`src/rtl/srch_pkg.sv`:
```
package srch_pkg;
  localparam int ENTRY_W  = 68;
  localparam int MAC_W    = 48;
  localparam int VID_W    = 12;
  localparam int MAC_LO   = 0;
  localparam int MCAST_B  = 40;
  localparam int VID_LO   = 48;
  localparam int KIND_LO  = 60;
  localparam int UCLS_LO  = 62;

  typedef enum logic [1:0] {
    KIND_FREE      = 2'd0,
    KIND_ADDR      = 2'd1,
    KIND_VLAN      = 2'd2,
    KIND_VLAN_ADDR = 2'd3
  } entry_kind_e;

  typedef enum logic [1:0] {
    UCLS_PINNED    = 2'd0,
    UCLS_FRESH     = 2'd1,
    UCLS_PREFIX    = 2'd2,
    UCLS_USED      = 2'd3
  } ucast_cls_e;

  typedef enum logic [1:0] {
    OP_MATCH_ADDR  = 2'd0,
    OP_MATCH_VLAN  = 2'd1,
    OP_FIND_FREE   = 2'd2,
    OP_FIND_REPL   = 2'd3
  } srch_op_e;

  typedef struct packed {
    srch_op_e         op;
    logic [VID_W-1:0] vid;
    logic [MAC_W-1:0] mac;
  } srch_cmd_t;

  typedef enum logic {
    ST_IDLE = 1'b0,
    ST_SCAN = 1'b1
  } srch_state_e;
endpackage

```
`src/rtl/srch_pred.sv`:
```
module srch_pred
  import srch_pkg::*;
(
  input  srch_cmd_t            cmd,
  input  logic [ENTRY_W-1:0]   entry,
  output logic                 hit
);
  entry_kind_e kind;
  ucast_cls_e  ucls;
  logic        is_addr;
  logic        vid_eq;
  logic        mac_eq;
  logic        mcast;
  logic        replaceable;
  logic        unused_hi;

  always_comb begin
    kind        = entry_kind_e'(entry[KIND_LO +: 2]);
    ucls        = ucast_cls_e'(entry[UCLS_LO +: 2]);
    is_addr     = (kind == KIND_ADDR) || (kind == KIND_VLAN_ADDR);
    vid_eq      = (entry[VID_LO +: VID_W] == cmd.vid);
    mac_eq      = (entry[MAC_LO +: MAC_W] == cmd.mac);
    mcast       = entry[MCAST_B];
    replaceable = (ucls == UCLS_FRESH) || (ucls == UCLS_USED);
    case (cmd.op)
      OP_MATCH_ADDR: hit = is_addr && vid_eq && mac_eq;
      OP_MATCH_VLAN: hit = (kind == KIND_VLAN) && vid_eq;
      OP_FIND_FREE:  hit = (kind == KIND_FREE);
      default:       hit = is_addr && !mcast && replaceable;
    endcase
  end

  assign unused_hi = ^entry[ENTRY_W-1:UCLS_LO+2];
endmodule

```
`src/rtl/srch_issue.sv`:
```
module srch_issue #(
  parameter int DEPTH = 64,
  parameter int IDX_W = 6
) (
  input  logic             clk,
  input  logic             rst_n,
  input  logic             start,
  input  logic             scan,
  output logic             rd_en,
  output logic [IDX_W-1:0] rd_addr
);
  localparam logic [IDX_W:0] END_CNT = (IDX_W+1)'(DEPTH);

  logic [IDX_W:0] cnt_q;
  logic [IDX_W:0] cnt_d;
  logic           cnt_en;

  always_comb begin
    rd_en  = scan && (cnt_q < END_CNT);
    cnt_en = start || rd_en;
    cnt_d  = start ? '0 : cnt_q + 1'b1;
  end

  always_ff @(posedge clk or negedge rst_n) begin
    if (!rst_n)      cnt_q <= '0;
    else if (cnt_en) cnt_q <= cnt_d;
  end

  assign rd_addr = cnt_q[IDX_W-1:0];
endmodule

```
`src/rtl/tbl_search_engine.sv`:
```
module tbl_search_engine
  import srch_pkg::*;
#(
  parameter  int DEPTH = 64,
  localparam int IDX_W = (DEPTH > 1) ? $clog2(DEPTH) : 1
) (
  input  logic               clk,
  input  logic               rst_n,
  input  logic               cmd_valid,
  input  logic [1:0]         cmd_op,
  input  logic [47:0]        cmd_mac,
  input  logic [11:0]        cmd_vid,
  output logic               idle,
  output logic               tbl_rd_en,
  output logic [IDX_W-1:0]   tbl_rd_addr,
  input  logic [67:0]        tbl_rd_data,
  output logic               done,
  output logic               found,
  output logic [IDX_W-1:0]   result_idx
);
  localparam logic [IDX_W-1:0] LAST_IDX = IDX_W'(DEPTH - 1);

  srch_state_e      state_q, state_d;
  srch_cmd_t        cmd_q;
  logic             start;
  logic             scan;
  logic             chk_vld_q, chk_vld_d;
  logic [IDX_W-1:0] chk_idx_q;
  logic             pred_hit;
  logic             hit;
  logic             exhausted;
  logic             finish;
  logic             done_q, found_q;
  logic [IDX_W-1:0] idx_q, idx_d;

  assign scan  = (state_q == ST_SCAN);
  assign start = (state_q == ST_IDLE) && cmd_valid;

  srch_issue #(.DEPTH(DEPTH), .IDX_W(IDX_W)) u_issue (
    .clk     (clk),
    .rst_n   (rst_n),
    .start   (start),
    .scan    (scan),
    .rd_en   (tbl_rd_en),
    .rd_addr (tbl_rd_addr)
  );

  srch_pred u_pred (
    .cmd   (cmd_q),
    .entry (tbl_rd_data),
    .hit   (pred_hit)
  );

  always_comb begin
    hit       = chk_vld_q && pred_hit;
    exhausted = chk_vld_q && !pred_hit && (chk_idx_q == LAST_IDX);
    finish    = hit || exhausted;
    chk_vld_d = tbl_rd_en && !finish;
    idx_d     = hit ? chk_idx_q : '0;
    state_d   = state_q;
    case (state_q)
      ST_IDLE: if (start)  state_d = ST_SCAN;
      default: if (finish) state_d = ST_IDLE;
    endcase
  end

  always_ff @(posedge clk or negedge rst_n) begin
    if (!rst_n) begin
      state_q   <= ST_IDLE;
      chk_vld_q <= 1'b0;
      chk_idx_q <= '0;
      done_q    <= 1'b0;
      found_q   <= 1'b0;
    end else begin
      state_q   <= state_d;
      chk_vld_q <= chk_vld_d;
      chk_idx_q <= tbl_rd_addr;
      done_q    <= finish;
      found_q   <= hit;
    end
  end

  always_ff @(posedge clk or negedge rst_n) begin
    if (!rst_n)      cmd_q <= '0;
    else if (start)  cmd_q <= '{op: srch_op_e'(cmd_op), vid: cmd_vid, mac: cmd_mac};
  end

  always_ff @(posedge clk or negedge rst_n) begin
    if (!rst_n)      idx_q <= '0;
    else if (finish) idx_q <= idx_d;
  end

  assign idle       = (state_q == ST_IDLE);
  assign done       = done_q;
  assign found      = found_q;
  assign result_idx = idx_q;
endmodule

```
`config.mk`:
```
export PLATFORM = sky130hd
export DESIGN_NAME = tbl_search_engine
export DESIGN_NICKNAME = d
export VERILOG_FILES = /design/src/rtl/srch_pkg.sv /design/src/rtl/srch_pred.sv /design/src/rtl/srch_issue.sv /design/src/rtl/tbl_search_engine.sv
export SDC_FILE = /design/constraint.sdc
export NUM_CORES = 1
export LEC_CHECK = 0
export CORE_UTILIZATION = 40
export DETAILED_ROUTE_END_ITERATION = 16
export PLACE_DENSITY_LB_ADDON = 0.08
export SLEW_MARGIN = 20
export SYNTH_ARGS = -nofsm -noshare
export SYNTH_HDL_FRONTEND = slang
export SYNTH_SLANG_ARGS = --single-unit
```
`constraint.sdc`:
```
create_clock -name clk -period 1.6 [get_ports clk]
set_input_delay 0.24 -clock clk [delete_from_list [all_inputs] [get_ports clk]]
set_output_delay 0.24 -clock clk [all_outputs]
set_load 0.05 [all_outputs]
```
Word level (Yosys, flattened, before mapping) --
Cells that the tools add are included.
Word-level totals: register bits 85, bits of input ports 133, logic and storage cells 49
Operators by class: $add $sub $neg 1, magnitude comparators 1, eq/ne operators 10, muxes and demuxes 6, bitwise gates (word level) 1, reductions and logical operators 20
Operators with widths (number):
- $eq A48 B48 Y1 | 1
- $eq A12 B12 Y1 | 1
- $logic_and A1 B1 Y1 | 11
- $eq A2 B2 Y1 const B | 4
- $add A7 B1 Y7 const B | 1
- $lt A7 B7 Y1 const B | 1
- $mux W7 | 1
- $eq A2 B1 Y1 const B | 3
- $eq A6 B6 Y1 const B | 1
- $mux W6 | 1
- $logic_not A2 Y1 | 2
- $logic_or A1 B1 Y1 | 4
- $logic_not A1 Y1 | 3
- $mux W1 | 3
- $pmux W1 S3 | 1
- $not A1 Y1 | 1

Longest topological paths before layout --
word-level depth 11, mapped depth 7

Cells and area by module --
From an unflattened synthesis, not the netlist that was laid out.
Unflattened totals: cell total of the unflattened synthesis 303, area total of the unflattened synthesis 4240.3 um2
By module, submodules not included:
- tbl_search_engine | instances 1, cells each 176, area each 3143.0 um2
- srch_pred | instances 1, cells each 88, area each 706.9 um2
- srch_issue | instances 1, cells each 39, area each 390.4 um2

Least setup slack after synthesis --
OpenSTA, ideal clock, no wires.
path type register -> register, from register cmd_q[16] in the netlist's numbering, to register idx_q[0], in the netlist result_idx[0], data arrival time 1648 ps, required time 1479 ps, path slack -169 ps, stages on the path, launching flop included 8, path buffers 1, cells stage by stage dfrtp_1 -> xnor2_1 -> nand4_1 -> nor4_2 -> nand4_1 -> a211o_1 -> buf_6 -> a22o_1
On the way: word-level cells in the longest chain between the ends 7, elaborated cells between the ends (all ways) 9, classes of those cells 1 x eq/ne; 2 x mux; 6 x reduce/logical
RTL lines:
- start, declared | line tbl_search_engine.sv:24 | srch_cmd_t cmd_q;
- start signal, assigned | line tbl_search_engine.sv:85 | else if (start) cmd_q <= '{op: srch_op_e'(cmd_op), vid: cmd_vid, mac: cmd_mac};
- $eq A48 B48 Y1 (*) | line srch_pred.sv:22 | mac_eq = (entry[MAC_LO +: MAC_W] == cmd.mac);
- $logic_and A1 B1 Y1 (*) | line srch_pred.sv:26 | OP_MATCH_ADDR: hit = is_addr && vid_eq && mac_eq;
- $pmux W1 S3 (*) | line srch_pred.sv:25 | case (cmd.op)
- $logic_not A1 Y1 | line tbl_search_engine.sv:56 | exhausted = chk_vld_q && !pred_hit && (chk_idx_q == LAST_IDX);
- $logic_and A1 B1 Y1 (2 in series) | line tbl_search_engine.sv:56
- $logic_or A1 B1 Y1 | line tbl_search_engine.sv:57 | finish = hit || exhausted;
- end signal, assigned | line tbl_search_engine.sv:90 | else if (finish) idx_q <= idx_d;
- end, declared | line tbl_search_engine.sv:34 | logic [IDX_W-1:0] idx_q, idx_d;
Every way passes the cells marked *; elsewhere a longest branch is shown, timed or not. A chain may end at the register's enable or synchronous reset.

Final worst setup path --
from register cmd_q[44] in the netlist's numbering, to register idx_q[4], in the netlist result_idx[4]
On the way: elaborated cells between the ends (all ways) 9, classes of those cells 1 x eq/ne; 2 x mux; 6 x reduce/logical
RTL lines:
- $eq A48 B48 Y1 (*) | line srch_pred.sv:22
- $logic_and A1 B1 Y1 (*) | line srch_pred.sv:26
- $pmux W1 S3 (*) | line srch_pred.sv:25
- $logic_and A1 B1 Y1 (*) | line tbl_search_engine.sv:55 | hit = chk_vld_q && pred_hit;
- net hit | line tbl_search_engine.sv:30 | logic hit;
- $mux W6 / $logic_or A1 B1 Y1 (equally long branches) | line tbl_search_engine.sv:59, tbl_search_engine.sv:57
Mark *: on every way through the listed nets, which the timed path passes. The rest lies on a longest branch.

==> reports/summary.txt <==
CTS tree = built
NetSw = 2.92 mW
fin nets = 577
Die X = 101 um
GRT overflow = 0
TritonCTS Buffers = 9
router iterations before antenna repair = 4
GR Util All Layers = 0.175
share of post-route cells with drive strength above 1 = 0.250
Yosys cell types = 34
clock net sink count = 85
Yosys top cell area share = 0.546
Die ar. = 10,100 um^2
Worst Setup Path Type = register to register
#FFs+latches synth = 85
area growth from synthesis to layout = 47.2%
Starting Density = 0.418
Via Count = 2,706
Worst-path clk slew = 100 ps
crit path max fanout = 7
ys async rst share = 1.00
hpwl dp = 6.26 mm
Max H-tree Level = 3
Avg Cell Area, Syn = 13.3 um^2
most frequent cell after synthesis = dfrtp_1
Achievable Freq = 508 MHz
number of synthesized flops with an enable pin = 0
fin. max-slew vios = 0
DR iter-0 viols = 48
Least-Margin Pin Slew = 452 ps
die height = 101 um
WP data required = 1890 ps
Top FF cell, synth = dfrtp_1
final core utilization = 0.615
Rows = 35
sequential cell area fraction in the yosys report = 0.546
io pins = 149
Fillers = 793
Worst EP arrival = 2260 ps
global-route wire length before repair = 13.3 mm
Inst Count DP = 559
vias in the first global route = 2,862
status = complete, but fails checks
Reg power frac = 0.448
Placer Congestion = 0.729
VDD IR-drop max = 0.688 mV
antenna violations before repair = 0
minimum hold slack = 432 ps
WL per Instance = 14.3 um
leakage power = 2.29 nW
Syn Std Cell Area = 3900 um^2
Placement Setup Slack = -811 ps
Fin. Hold Viols = 0
Clock Latency Late Sink = 360 ps
RSZ-0062 raised after global routing = yes
DRC errors left = 0
most area-consuming cells after synthesis = dfrtp_1, mux2_2, xnor2_1, nand4_1, a22o_1
PD cells = 1500 nW/um^2
Comb pwr share = 0.389
Setup TNS = -3160 ps
sw frac = 0.338
top cells by count, synth = dfrtp_1, mux2_2, xnor2_1
Routed WL = 8.26 mm
failing checks = negative setup slack
core footprint = 9330 um^2
Clock Root Buffer = clkbuf_8
Detail Route Antenna Nets = 0
critical path startpoint category = register
synthesized netlist net count = 426
Syn Inst Count = 292
fin crit period = 1970 ps
Antenna Cells = 0
Max-slew headroom = 0.699
final worst setup slack = -370 ps
vias per cell = 4.69
period utilization = 1.23
hold crit path type = primary input to async pin
Synth warnings = 0
I/O Buffers = 143
setup violators final = 10
max-cap violations = 0
Synth area leader = dfrtp_1
CTS Buffer Depth = 2
clock power share = 0.163
Pint = 5.71 mW
Crit. End Element = register
largest net degree at the start of global routing = 86
final std cells w/o fill = 577
clock skew = 15.4 ps
-- final cells by class --
type	count	area (um^2)	area share
Sequential cell	85	2130	0.371
Inverter	5	18.8	0.00327
Timing Repair Buffer	154	1560	0.272
Multi-Input combinational cell	188	1690	0.294
Clock inverter	7	57.6	0.0100
Tap cell	129	161	0.0281
Clock buffer	9	124	0.0216
-- power groups by stage --
stage	clock [mW]	sequential (mW)	combinational (mW)
floorplan	0	3.90	2.29
global placement	0	3.87	3.29
detailed placement	0	3.92	3.36
CTS	1.44	3.87	3.39
global route	1.56	4.00	3.63
finish	1.41	3.86	3.36
-- sequential cells by signal (all words and copies together), names as in the netlist --
signal and flops:
chk_vld_q 1, cmd_q 62, u_issue.cnt_q 7, found 1, scan 1, result_idx 6
chk_idx_q 6, done 1
-- per-layer routing --
layer,track usage,routed length [um],part of all wire
met3,0.0652,663,0.080
met2,0.291,3940,0.48
met1,0.205,3540,0.43
met4,0.0647,123,0.015
met5,0,0,0
-- cells by family after synthesis --
group / count (synthesis) / synth area share
multiplexers: 62 / 0.179
AND/OR/NAND/NOR: 42 / 0.0642
AO/OA/AOI/OAI: 21 / 0.0411
adder cells (fa/ha/maj): 1 / 0.00321
flip-flops: 85 / 0.546
buffers and inverters: 19 / 0.0273
XOR/XNOR: 62 / 0.139
-- layout by cell type, fill, tap and decap left out, types with 2 or more instances in the layout --
| cell type | synthesis | final |
|---|---|---|
| clkdlybuf4s50_1 | 0 | 126 |
| dfrtp_1 | 85 | 85 |
| mux2_2 | 62 | 62 |
| xnor2_1 | 56 | 55 |
| buf_4 | 6 | 20 |
| nand4_1 | 17 | 17 |
| clkbuf_8 | 0 | 9 |
| a22o_1 | 7 | 7 |
| buf_12 | 0 | 7 |
| xor2_1 | 6 | 6 |
| nand2_1 | 6 | 6 |
| o21ai_0 | 6 | 6 |
| nor2_1 | 5 | 5 |
| nor3_1 | 4 | 4 |
| inv_1 | 5 | 4 |
| clkinvlp_4 | 0 | 3 |
| nor4_2 | 1 | 2 |
| clkinv_4 | 0 | 2 |
| inv_6 | 0 | 2 |
-- critical path, cell delays in order (launching register included) --
cell and delay (ps):
dfrtp_1 400, xnor2_1 190, nand4_1 120, nor3_1 240
buf_4 150, nand4_1 120, buf_4 180, a211oi_4 320
a22o_1 200
-- per-stage QoR --
step	power [mW]	cell area, um^2
2_1_floorplan	6.19	3900
6_report	8.63	5740
5_1_grt	9.19	5740
4_1_cts	8.70	5720
3_5_place_dp	7.28	5520
3_3_place_gp	7.16	5520
-- what timing repair did --
item | 4_1_cts | 5_1_grt
hold buffers | 1 | 0
pin swaps | 14 | 2
endpoints found under the hold margin | 85 | 0
endpoints found under the setup margin | 11 | 10
buffers inserted | 0 | 1
gates cloned | 0 | 0
gates resized for setup | 2 | 1
-- final timing paths --
kind	start	end	slack [ps]	depth (start not counted)
worst max-delay path	cmd_q[44]$_DFFE_PN0P_	result_idx[4]$_DFFE_PN0P_	-370	8
min in group clk	u_issue.cnt_q[5]$_DFFE_PN0P_	chk_idx_q[5]$_DFF_PN0_	460	0
worst min-delay path	rst_n	cmd_q[51]$_DFFE_PN0P_	430	3
worst max register to register	cmd_q[44]$_DFFE_PN0P_	result_idx[4]$_DFFE_PN0P_	-370	8
max in group asynchronous	rst_n	cmd_q[38]$_DFFE_PN0P_	800	3
worst min register to register	u_issue.cnt_q[5]$_DFFE_PN0P_	chk_idx_q[5]$_DFF_PN0_	460	0
No activity file was read; power rests on OpenSTA's default activity.
